$ cat src/rtl/rtc_pkg.sv
package rtc_pkg;
  localparam int unsigned NUM_FLAGS = 3;
  localparam int unsigned FLG_SEC   = 0;
  localparam int unsigned FLG_OVF   = 1;
  localparam int unsigned FLG_ALM   = 2;
endpackage

$ cat src/rtl/rtc_prescaler.sv
module rtc_prescaler #(
  parameter int unsigned PRE_W      = 20,
  parameter logic [PRE_W-1:0] RELOAD_RST = PRE_W'(32'h7FFF)
) (
  input  logic             clk_i,
  input  logic             rst_ni,
  input  logic [PRE_W-1:0] reload_i,
  input  logic             reload_we_i,
  input  logic             restart_i,
  output logic [PRE_W-1:0] div_o,
  output logic             tick_o
);
  logic [PRE_W-1:0] reload_q;
  logic [PRE_W-1:0] div_q;

  always_ff @(posedge clk_i or negedge rst_ni) begin
    if (!rst_ni) reload_q <= RELOAD_RST;
    else if (reload_we_i) reload_q <= reload_i;
  end

  always_ff @(posedge clk_i or negedge rst_ni) begin
    if (!rst_ni)               div_q <= RELOAD_RST;
    else if (reload_we_i)      div_q <= reload_i;
    else if (restart_i)        div_q <= reload_q;
    else if (div_q == '0)      div_q <= reload_q;
    else                       div_q <= div_q - 1'b1;
  end

  // a restart in the same cycle suppresses the tick
  assign tick_o = (div_q == '0) && !reload_we_i && !restart_i;
  assign div_o  = div_q;
endmodule

$ cat src/rtl/rtc_counter.sv
module rtc_counter #(
  parameter int unsigned CNT_W = 32
) (
  input  logic             clk_i,
  input  logic             rst_ni,
  input  logic             tick_i,
  input  logic [CNT_W-1:0] cnt_i,
  input  logic             hi_we_i,
  input  logic             lo_we_i,
  output logic [CNT_W-1:0] cnt_o,
  output logic [CNT_W-1:0] cnt_next_o
);
  localparam int unsigned HALF = CNT_W / 2;

  logic [CNT_W-1:0] cnt_q;
  logic             pend_q;

  // increment is applied one cycle after the tick so flags lead the change
  always_ff @(posedge clk_i or negedge rst_ni) begin
    if (!rst_ni) pend_q <= 1'b0;
    else         pend_q <= tick_i;
  end

  always_ff @(posedge clk_i or negedge rst_ni) begin
    if (!rst_ni) begin
      cnt_q <= '0;
    end else if (hi_we_i || lo_we_i) begin
      if (hi_we_i) cnt_q[CNT_W-1:HALF] <= cnt_i[CNT_W-1:HALF];
      if (lo_we_i) cnt_q[HALF-1:0]     <= cnt_i[HALF-1:0];
    end else if (pend_q) begin
      cnt_q <= cnt_q + 1'b1;
    end
  end

  // value the counter holds once any pending increment has landed
  assign cnt_next_o = pend_q ? cnt_q + 1'b1 : cnt_q;
  assign cnt_o      = cnt_q;
endmodule

$ cat src/rtl/rtc_flags.sv
module rtc_flags
  import rtc_pkg::*;
#(
  parameter int unsigned CNT_W = 32
) (
  input  logic                 clk_i,
  input  logic                 rst_ni,
  input  logic                 tick_i,
  input  logic [CNT_W-1:0]     cnt_next_i,
  input  logic [CNT_W-1:0]     alarm_i,
  input  logic                 alarm_we_i,
  input  logic [NUM_FLAGS-1:0] en_i,
  input  logic                 en_we_i,
  input  logic [NUM_FLAGS-1:0] clr_i,
  output logic [NUM_FLAGS-1:0] flags_o,
  output logic                 alarm_pulse_o,
  output logic                 irq_o
);
  logic [CNT_W-1:0]     alarm_q;
  logic [NUM_FLAGS-1:0] en_q;
  logic [NUM_FLAGS-1:0] flag_q;
  logic [NUM_FLAGS-1:0] set;
  logic                 pulse_q;

  always_ff @(posedge clk_i or negedge rst_ni) begin
    if (!rst_ni) begin
      alarm_q <= '1;
      en_q    <= '0;
    end else begin
      if (alarm_we_i) alarm_q <= alarm_i;
      if (en_we_i)    en_q    <= en_i;
    end
  end

  always_comb begin
    set          = '0;
    set[FLG_SEC] = tick_i;
    set[FLG_OVF] = tick_i && (cnt_next_i == '1);
    set[FLG_ALM] = tick_i && (cnt_next_i == alarm_q);
  end

  generate
    for (genvar i = 0; i < NUM_FLAGS; i++) begin : g_flag
      always_ff @(posedge clk_i or negedge rst_ni) begin
        if (!rst_ni)       flag_q[i] <= 1'b0;
        else if (set[i])   flag_q[i] <= 1'b1;
        else if (clr_i[i]) flag_q[i] <= 1'b0;
      end
    end
  endgenerate

  always_ff @(posedge clk_i or negedge rst_ni) begin
    if (!rst_ni) pulse_q <= 1'b0;
    else         pulse_q <= set[FLG_ALM];
  end

  assign flags_o       = flag_q;
  assign alarm_pulse_o = pulse_q;
  assign irq_o         = |(flag_q & en_q);
endmodule

$ cat src/rtl/rtc_core.sv
module rtc_core
  import rtc_pkg::*;
#(
  parameter int unsigned PRE_W      = 20,
  parameter int unsigned CNT_W      = 32,
  parameter logic [PRE_W-1:0] RELOAD_RST = PRE_W'(32'h7FFF)
) (
  input  logic                 clk_i,
  input  logic                 rst_ni,
  input  logic [PRE_W-1:0]     reload_i,
  input  logic                 reload_we_i,
  input  logic [CNT_W-1:0]     cnt_i,
  input  logic                 cnt_hi_we_i,
  input  logic                 cnt_lo_we_i,
  input  logic [CNT_W-1:0]     alarm_i,
  input  logic                 alarm_we_i,
  input  logic [NUM_FLAGS-1:0] irq_en_i,
  input  logic                 irq_en_we_i,
  input  logic [NUM_FLAGS-1:0] flag_clr_i,
  output logic [CNT_W-1:0]     cnt_o,
  output logic [PRE_W-1:0]     div_o,
  output logic [NUM_FLAGS-1:0] flags_o,
  output logic                 alarm_pulse_o,
  output logic                 irq_o
);
  logic             tick;
  logic [CNT_W-1:0] cnt_next;
  logic             cnt_we;

  assign cnt_we = cnt_hi_we_i | cnt_lo_we_i;

  rtc_prescaler #(.PRE_W(PRE_W), .RELOAD_RST(RELOAD_RST)) u_pre (
    .clk_i      (clk_i),
    .rst_ni     (rst_ni),
    .reload_i   (reload_i),
    .reload_we_i(reload_we_i),
    .restart_i  (cnt_we),
    .div_o      (div_o),
    .tick_o     (tick)
  );

  rtc_counter #(.CNT_W(CNT_W)) u_cnt (
    .clk_i     (clk_i),
    .rst_ni    (rst_ni),
    .tick_i    (tick),
    .cnt_i     (cnt_i),
    .hi_we_i   (cnt_hi_we_i),
    .lo_we_i   (cnt_lo_we_i),
    .cnt_o     (cnt_o),
    .cnt_next_o(cnt_next)
  );

  rtc_flags #(.CNT_W(CNT_W)) u_flg (
    .clk_i        (clk_i),
    .rst_ni       (rst_ni),
    .tick_i       (tick),
    .cnt_next_i   (cnt_next),
    .alarm_i      (alarm_i),
    .alarm_we_i   (alarm_we_i),
    .en_i         (irq_en_i),
    .en_we_i      (irq_en_we_i),
    .clr_i        (flag_clr_i),
    .flags_o      (flags_o),
    .alarm_pulse_o(alarm_pulse_o),
    .irq_o        (irq_o)
  );
endmodule

$ cat config.mk
export PLATFORM = sky130hd
export DESIGN_NAME = rtc_core
export DESIGN_NICKNAME = d
export VERILOG_FILES = /design/src/rtl/rtc_pkg.sv /design/src/rtl/rtc_prescaler.sv /design/src/rtl/rtc_counter.sv /design/src/rtl/rtc_flags.sv /design/src/rtl/rtc_core.sv
export SDC_FILE = /design/constraint.sdc
export NUM_CORES = 1
export LEC_CHECK = 0
export BUFFER_PORTS_ARGS = -buffer_cell sky130_fd_sc_hd__buf_2
export CORE_MARGIN = 2
export CORE_UTILIZATION = 59
export CTS_BUF_LIST = sky130_fd_sc_hd__clkbuf_16
export DETAILED_ROUTE_END_ITERATION = 7
export PLACE_DENSITY = 0.86
export RECOVER_POWER = 25
export SLEW_MARGIN = 20
export SYNTH_ARGS = -nofsm -noshare
export SYNTH_HDL_FRONTEND = slang
export SYNTH_SLANG_ARGS = --single-unit
$ cat constraint.sdc
create_clock -name clk_i -period 4.3 [get_ports clk_i]
set_clock_uncertainty 0.05 [all_clocks]
set_input_delay 0.215 -clock clk_i [delete_from_list [all_inputs] [get_ports clk_i]]
set_output_delay 0.215 -clock clk_i [all_outputs]
set_load 0.01 [all_outputs]
==> summary.md, run 1 <==
| Metric | Value |
|---|---|
| Post-Place Worst Slack | 1289 ps |
| Clk_lat worst skew | 350 ps |
| Post-Syn Nets | 816 |
| Netlist cell types | 55 |
| Max Cap Viol | 3 |
| Commonest cells in the netlist | nand2_1, o21ai_0, xnor2_1 |
| Buffers on Ports | 153 |
| DRC | 0 |
| Placement Cell Area | 0.007361 mm2 |
| Main synth FF type | dfstp_2 |
| Synth warn | 0 |
| Yosys top cell area share | 24.71% |
| Status | complete, but fails checks |
| Register share of total power | 49.9% |
| Final WL | 17120 um |
| Row Count | 38 |
| Post-synthesis cell count | 716 |
| Pleak | 0.003186 uW |
| NetSw | 776.8 uW |
| DR vias | 5703 |
| Design area | 0.007677 mm2 |
| Hold Path Class | input port to register |
| DP Cell Count | 965 |
| M3 GR Usage | 4.742% |
| Iter 0 DRT Violations | 442 |
| Switching share of total power | 28.99% |
| Setup Crit Path Kind | register to register |
| Number of fill cells | 873 |
| Setup TNS | 0 ps |
| Fin. Hold Viols | 0 |
| DP Wirelength | 12640 um |
| Clock Path Buffers | 2 |
| P&R area growth vs syn | 16.45% |
| Number of flops mapped to enable cells by yosys | 0 |
| Top Usage Layer GRT | met2 |
| Mean Syn Cell Area | 9.208 um2 |
| Tcrit/Tclk final | 71.22% |
| Synth area leader | dfstp_2 |
| Clk Tree Root Cell | clkbuf_16 |
| Max Clock Freq | 326.5 MHz |
| Final Wtd Congestion | 0.9530 |
| GRT Total Usage | 29.68% |
| Violated checks | max-capacitance violations, max-slew violations |
| Minimum clock period | 3063 ps |
| Count leader, synth | nand2_1 |
| Global routing usage on met1 | 38.80% |
| Sink Count | 112 |
| Max-slew violations | 172 |
| Gr ovfl total | 0 |
| Required @ worst endpoint | 4520 ps |
| Via-to-Cell Ratio | 5.802 |
| Total CTS buffers | 9 |
| Top cells by area, synth | dfstp_2, dfrtp_1, xnor2_1 |
| Crit Path Max Fanout | 10 |
| Vias in the first global route | 5652 |
| Final cell count without fillers | 983 |
| CTS clk-pin slew, worst paths | 70 ps |
| Setup ws final | 1237 ps |
| Die Width | 109.7 um |
| Slew of the pin with the lowest slew margin | 1977 ps |
| TritonCTS clock tree | built |
| Comb pwr share | 17.7% |
| Total power | 2680 uW |
| Antenna Cells | 0 |
| Chip height | 109.7 um |
| CORE AREA | 0.01089 mm2 |
| Setup Fix Bufs, Post-CTS | 0 |
| Post-Syn Area | 0.006593 mm2 |
| Power share of the clock group | 32.4% |
| Fraction of layout cells with a size suffix above 1 | 32.74% |
| CP endpoint kind | register |
| Global-route wire length before repair | 27490 um |
| Cell Int Power | 1903 uW |
| Wire per inst | 17.42 um |
| Initial Utilization | 60.55% |
| CP Launch Type | register |
| CP arrival | 3290 ps |
| Met2 usage | 49.16% |
| Top-level I/O count | 154 |
| Peak VDD IR | 0.2144 mV |
| Largest net degree at the start of global routing | 76 |
| Nets | 938 |
| Relative slew slack | -31.80% |
| Cell Pwr Density | 349.1 mW/mm2 |
| Cts repair resizes | 0 |
| Post-route antenna net violation count | 0 |
| RSZ-0062 raised after global routing | no |
| Seq/Total Area, Yosys | 43.69% |
| Final-report setup violation count | 0 |
| Post-synthesis async set-or-reset flop share | 100.0% |
| Synth Register Bits | 112 |
| DRT Pass-1 Iters | 7 |
| H-tree depth | 3 |
| Antenna violations before repair | 0 |
| Die Area | 0.01204 mm2 |
[final timing paths]
path,startpoint,to,slack [ps],cells after the start
max in group asynchronous,rst_ni,u_flg.alarm_q[0]$_DFFE_PN1P_,1950,3
worst max-delay path,u_cnt.cnt_o[0]$_DFFE_PN0P_,u_flg.flags_o[2]$_DFFE_PN0P_,1240,9
min in group asynchronous,rst_ni,u_cnt.cnt_o[2]$_DFFE_PN0P_,820,2
worst min-delay path,cnt_i[8],u_cnt.cnt_o[8]$_DFFE_PN0P_,20,3
worst max register to register,u_cnt.cnt_o[0]$_DFFE_PN0P_,u_flg.flags_o[2]$_DFFE_PN0P_,1240,9
worst min register to register,u_pre.reload_q[0]$_DFFE_PN1P_,u_pre.reload_q[0]$_DFFE_PN1P_,420,2
[sequential cells by signal, indices dropped and copies added, names as in the netlist]
signal and cells:
u_pre.div_o 20, u_flg.alarm_q 32, u_flg.en_q 3, u_pre.reload_q 20, u_cnt.cnt_o 32, u_cnt.pend_q 1, u_flg.flags_o 3, u_flg.alarm_pulse_o 1
[kinds of logic after synthesis]
family	after synthesis	share of synthesized area, %
buf+inv	78	4.688
mux	37	6.282
xor+xnor	105	13.95
flops	112	43.69
fa+ha+maj	3	0.5694
compound gates	127	10.76
simple gates	254	20.06
[power by group through the flow]
| stage | Clock [uW] | Sequential, uW | Combinational [uW] |
|---|---|---|---|
| 5_1_grt | 922 | 1350 | 528 |
| 4_1_cts | 878 | 1330 | 476 |
| 2_1_floorplan | 0 | 1310 | 319 |
| 3_5_place_dp | 0 | 1350 | 471 |
| 6_report | 869 | 1340 | 474 |
| 3_3_place_gp | 0 | 1340 | 459 |
[final cells by class]
type / instances / area, um2 / share of cell area [%]
clock buffers: 10 / 250.2 / 3.259
clock inverters: 6 / 56.30 / 0.7334
inverters: 33 / 123.9 / 1.613
multi-input cells: 526 / 3406 / 44.36
flip-flops and latches: 112 / 2880 / 37.52
well taps: 140 / 175.2 / 2.282
repair buffers: 156 / 785.8 / 10.23
[layer usage]
layer / vias up / wire length [um] / part of all wire (%)
met5: - / 0 / 0
met4: 0 / 541 / 3.2
met3: 38 / 1337 / 7.8
met2: 260 / 8161 / 48
met1: 2708 / 7083 / 41
li1: 2697 / - / -
[cells in the final DEF, fill, tap and decap left out, types with 4 or more instances in the layout]
master / n
and3_1: 6
xnor2_1: 71
nor2_1: 53
nand2_1: 85
clkbuf_1: 6
dfrtp_1: 50
nand3_1: 26
xor2_1: 34
nor3_1: 16
a21oi_1: 27
o21ai_0: 79
mux2_2: 35
dfstp_2: 61
clkbuf_16: 10
nand4_1: 17
or3_1: 4
nor4_1: 11
buf_2: 146
nor3b_1: 4
inv_1: 34
[through the flow]
stage          utilization, %  hold slack (ps)
2_1_floorplan               -           -130.6
3_3_place_gp            67.58            341.2
3_5_place_dp            67.61            354.0
4_1_cts                 70.60            7.810
5_1_grt                 70.51            27.55
6_report                70.51            19.47
[worst max-delay path, stage by stage, from the launching register on]
cell and delay (ps):
dfrtp_1 490, ha_1 300, nand4_4 200, nor4_4 610, and3_1 340, xor2_1 90, a221o_1 310, nor4_1 270
nand4_1 160, o22ai_1 150
[what timing repair did]
action | 4_1_cts | 5_1_grt
hold endpoints to repair | 22 | 0
endpoints found under the setup margin | 0 | 0
hold buffers | 2 | 0
(Power assumes the default switching activity.)
==> run 2: changes to the inputs <==
--- a/config.mk
+++ b/config.mk
@@ -7,10 +7,10 @@
 export LEC_CHECK = 0
 export BUFFER_PORTS_ARGS = -buffer_cell sky130_fd_sc_hd__buf_2
 export CORE_MARGIN = 2
-export CORE_UTILIZATION = 59
+export CORE_UTILIZATION = 49
 export CTS_BUF_LIST = sky130_fd_sc_hd__clkbuf_16
 export DETAILED_ROUTE_END_ITERATION = 7
-export PLACE_DENSITY = 0.86
+export PLACE_DENSITY = 0.77
 export RECOVER_POWER = 25
 export SLEW_MARGIN = 20
 export SYNTH_ARGS = -nofsm -noshare
==> constraint.sdc (replaced) <==
create_clock -name clk_i -period 2.7 [get_ports clk_i]
set_clock_uncertainty 0.05 [all_clocks]
set_input_delay 0.135 -clock clk_i [delete_from_list [all_inputs] [get_ports clk_i]]
set_output_delay 0.135 -clock clk_i [all_outputs]
set_load 0.01 [all_outputs]
==> run 2 against run 1 <==
- the run still ends with max-capacitance violations, max-slew violations left
- die area is 20% higher
- final cell count increased by 16%
- power is 64% higher
- critical path depth down 2
- routed wire length is 11% higher
- maximum frequency up 19%
- global-route usage fell by 2.7 points
- sequential share of layout area fell by 5.2 points
- first-iteration DRC count is 9.3% lower
- hold slack got worse by 7.5 ps
- clock power up 55%
- worst setup slack worse by 1100 ps
- largest power group unchanged
==> summary.md, run 2 (synthesis results as in run 1) <==
| Metric | Value |
|---|---|
| Status | complete, but fails checks |
| Violated checks | max-capacitance violations, max-slew violations |
| Max Cap Viol | 2 (-1) |
| Top-level I/O count | 154 (unchanged) |
| R2r worst-path depth | 7 (-2) |
| Commonest non-fill, non-tap cells in the layout | buf_2, dlygate4sd3_1, nand2_1 |
| CORE AREA | 0.01319 mm2 (+21%) |
| DP Wirelength | 12750 um (+0.81%) |
| Peak VDD IR | 0.4038 mV (+88%) |
| DRC | 0 (unchanged) |
| Hold Crit Depth | 3 (unchanged) |
| Final WL | 18970 um (+11%) |
| Minimum clock period | 2581 ps (-482.0 ps) |
| Vias in the first global route | 6132 (+8.5%) |
| Required @ worst endpoint | 2930 ps (-1590 ps) |
| Final Wtd Congestion | 0.9407 (-1.3%) |
| Iter 0 DRT Violations | 401 (-9.3%) |
| Number of fill cells | 1000 (+15%) |
| Cell Int Power | 3113 uW (+64%) |
| Max Clock Freq | 387.5 MHz (+19%) |
| Relative slew slack | -28.89% (+2.9 points) |
| CP endpoint kind | register |
| TritonCTS clock tree | built |
| Initial Utilization | 49.98% (-11 points) |
| Register share of total power | 47.1% (-2.8 points) |
| Switching share of total power | 29.30% (+0.31 points) |
| Max-slew violations | 67 (-61%) |
| Crit Path Max Fanout | 4 (-6) |
| FF+latch area | 0.002880 mm2 (unchanged) |
| Buffers on Ports | 153 (unchanged) |
| Clk_lat worst skew | 360 ps (about the same) |
| Final-report setup violation count | 0 (unchanged) |
| Die Area | 0.01440 mm2 (+20%) |
| Chip height | 120.0 um (+9.4%) |
| Via-to-Cell Ratio | 5.361 (-7.6%) |
| Largest net degree at the start of global routing | 61 (-20%) |
| Antenna violations before repair | 0 (unchanged) |
| R2r setup slk | 120 ps (-1120 ps) |
| Hold path endpoint | u_cnt.cnt_o[16]$_DFFE_PN0P_ |
| Slew of the pin with the lowest slew margin | 1933 ps (-43.66 ps) |
| Gr ovfl total | 0 (unchanged) |
| Fraction of layout cells with a size suffix above 1 | 32.78% (+0.042 points) |
| Area of the multi-input gates | 0.003416 mm2 (+0.29%) |
| Nets | 1062 (+13%) |
| R2r startpoint | u_pre.div_o[15]$_DFF_PN0_ |
| Comb pwr share | 22.2% (+4.5 points) |
| Clock Path Buffers | 2 (unchanged) |
| Hold Path Class | input port to register |
| Wire per inst | 16.59 um (-4.8%) |
| Post-route antenna net violation count | 0 (unchanged) |
| CP arrival | 2810 ps (-480 ps) |
| Sink Count | 112 (unchanged) |
| Cell Pwr Density | 494.3 mW/mm2 (+42%) |
| HP Start | cnt_i[16] |
| Row Count | 42 (+11%) |
| NetSw | 1290 uW (+66%) |
| Clk Tree Root Cell | clkbuf_16 |
| CP Launch Type | register |
| Setup Crit Path Kind | register to register |
| H-tree depth | 3 (unchanged) |
| Pleak | 0.003745 uW (+18%) |
| Most common cell after layout, fill and taps aside | buf_2 |
| Fin. Hold Viols | 0 (unchanged) |
| DRT Pass-1 Iters | 5 (-2) |
| Total CTS buffers | 9 (unchanged) |
| Hold_ws | 11.99 ps (-7.482 ps) |
| GRT Total Usage | 26.95% (-2.7 points) |
| Antenna Cells | 0 (unchanged) |
| CTS clk-pin slew, worst paths | 70 ps (about the same) |
| Global-route wire length before repair | 30460 um (+11%) |
| Reg2reg end | u_flg.flags_o[2]$_DFFE_PN0P_ |
| Power share of the clock group | 30.7% (-1.7 points) |
| Die Width | 120.0 um (+9.4%) |
| Total power | 4402 uW (+64%) |
| DR vias | 6128 (+7.5%) |
| Tcrit/Tclk final | 95.58% (+24 points) |
| P&R area growth vs syn | 35.09% |
| Layout Utilization | 67.52% (-3.0 points) |
-- run 2: area by class of cell --
class                   count  area share, %
clock buffers               9          2.529
clock inverters             7         0.8008
inverters                  33          1.391
multi-input cells         526          38.35
flip-flops and latches    112          32.34
well taps                 176          2.473
repair buffers            280          22.11
-- run 2: routing by layer --
| metal | vias to the layer above | GRT usage [%] | routed length, um |
|---|---|---|---|
| li1 | 2941 | - | - |
| met1 | 2884 | 32.78 | 7690 |
| met2 | 254 | 44.39 | 9084 |
| met3 | 49 | 7.937 | 1525 |
| met4 | 0 | 11.76 | 665 |
| met5 | - | 0 | 0 |
-- run 2: power by group through the flow --
| stage | combinational, uW | clock [uW] | sequential, uW |
|---|---|---|---|
| floorplan | 508 | 0 | 2080 |
| global placement | 845 | 0 | 2090 |
| detailed placement | 856 | 0 | 2100 |
| CTS | 963 | 1380 | 2070 |
| global route | 1070 | 1450 | 2100 |
| finish | 978 | 1350 | 2080 |
-- run 2: through the flow --
step           instances  TNS, ps  worst slack (ps)  cell area, um2
2_1_floorplan        716        0             179.8            6593
3_3_place_gp        1034        0             162.5            7676
3_5_place_dp        1034        0             141.1            7676
4_1_cts             1141        0             112.0            8884
5_1_grt             1143   -49.42            -43.33            8906
6_report            1143        0             119.3            8906
-- run 2: worst max-delay path by stage --
stage                                     startpoint                      endpoint
after floorplan           u_cnt.cnt_o[0]$_DFFE_PN0P_  u_flg.flags_o[2]$_DFFE_PN0P_
after global placement     u_pre.div_o[15]$_DFF_PN0_  u_flg.flags_o[2]$_DFFE_PN0P_
after detailed placement   u_pre.div_o[15]$_DFF_PN0_  u_flg.flags_o[1]$_DFFE_PN0P_
after CTS                 u_cnt.cnt_o[1]$_DFFE_PN0P_  u_flg.flags_o[2]$_DFFE_PN0P_
after global routing          u_cnt.pend_q$_DFF_PN0_  u_flg.flags_o[2]$_DFFE_PN0P_
final                      u_pre.div_o[15]$_DFF_PN0_  u_flg.flags_o[2]$_DFFE_PN0P_
-- run 2: timing repair --
| item | CTS | global route |
|---|---|---|
| resized for setup | 0 | 4 |
| setup endpoints to repair | 0 | 3 |
| buffers inserted | 0 | 2 |
| hold buffers | 91 | 0 |
| hold endpoints to repair | 131 | 0 |
-- run 2: worst max-delay path, cell delays in order, from the launching register on --
cell      delay [ps]
dfrtp_1          410
or4_4            580
nor3_4           150
nand4b_1         140
or4_4            490
nor4_1           350
nand4_1          180
o22ai_1          150
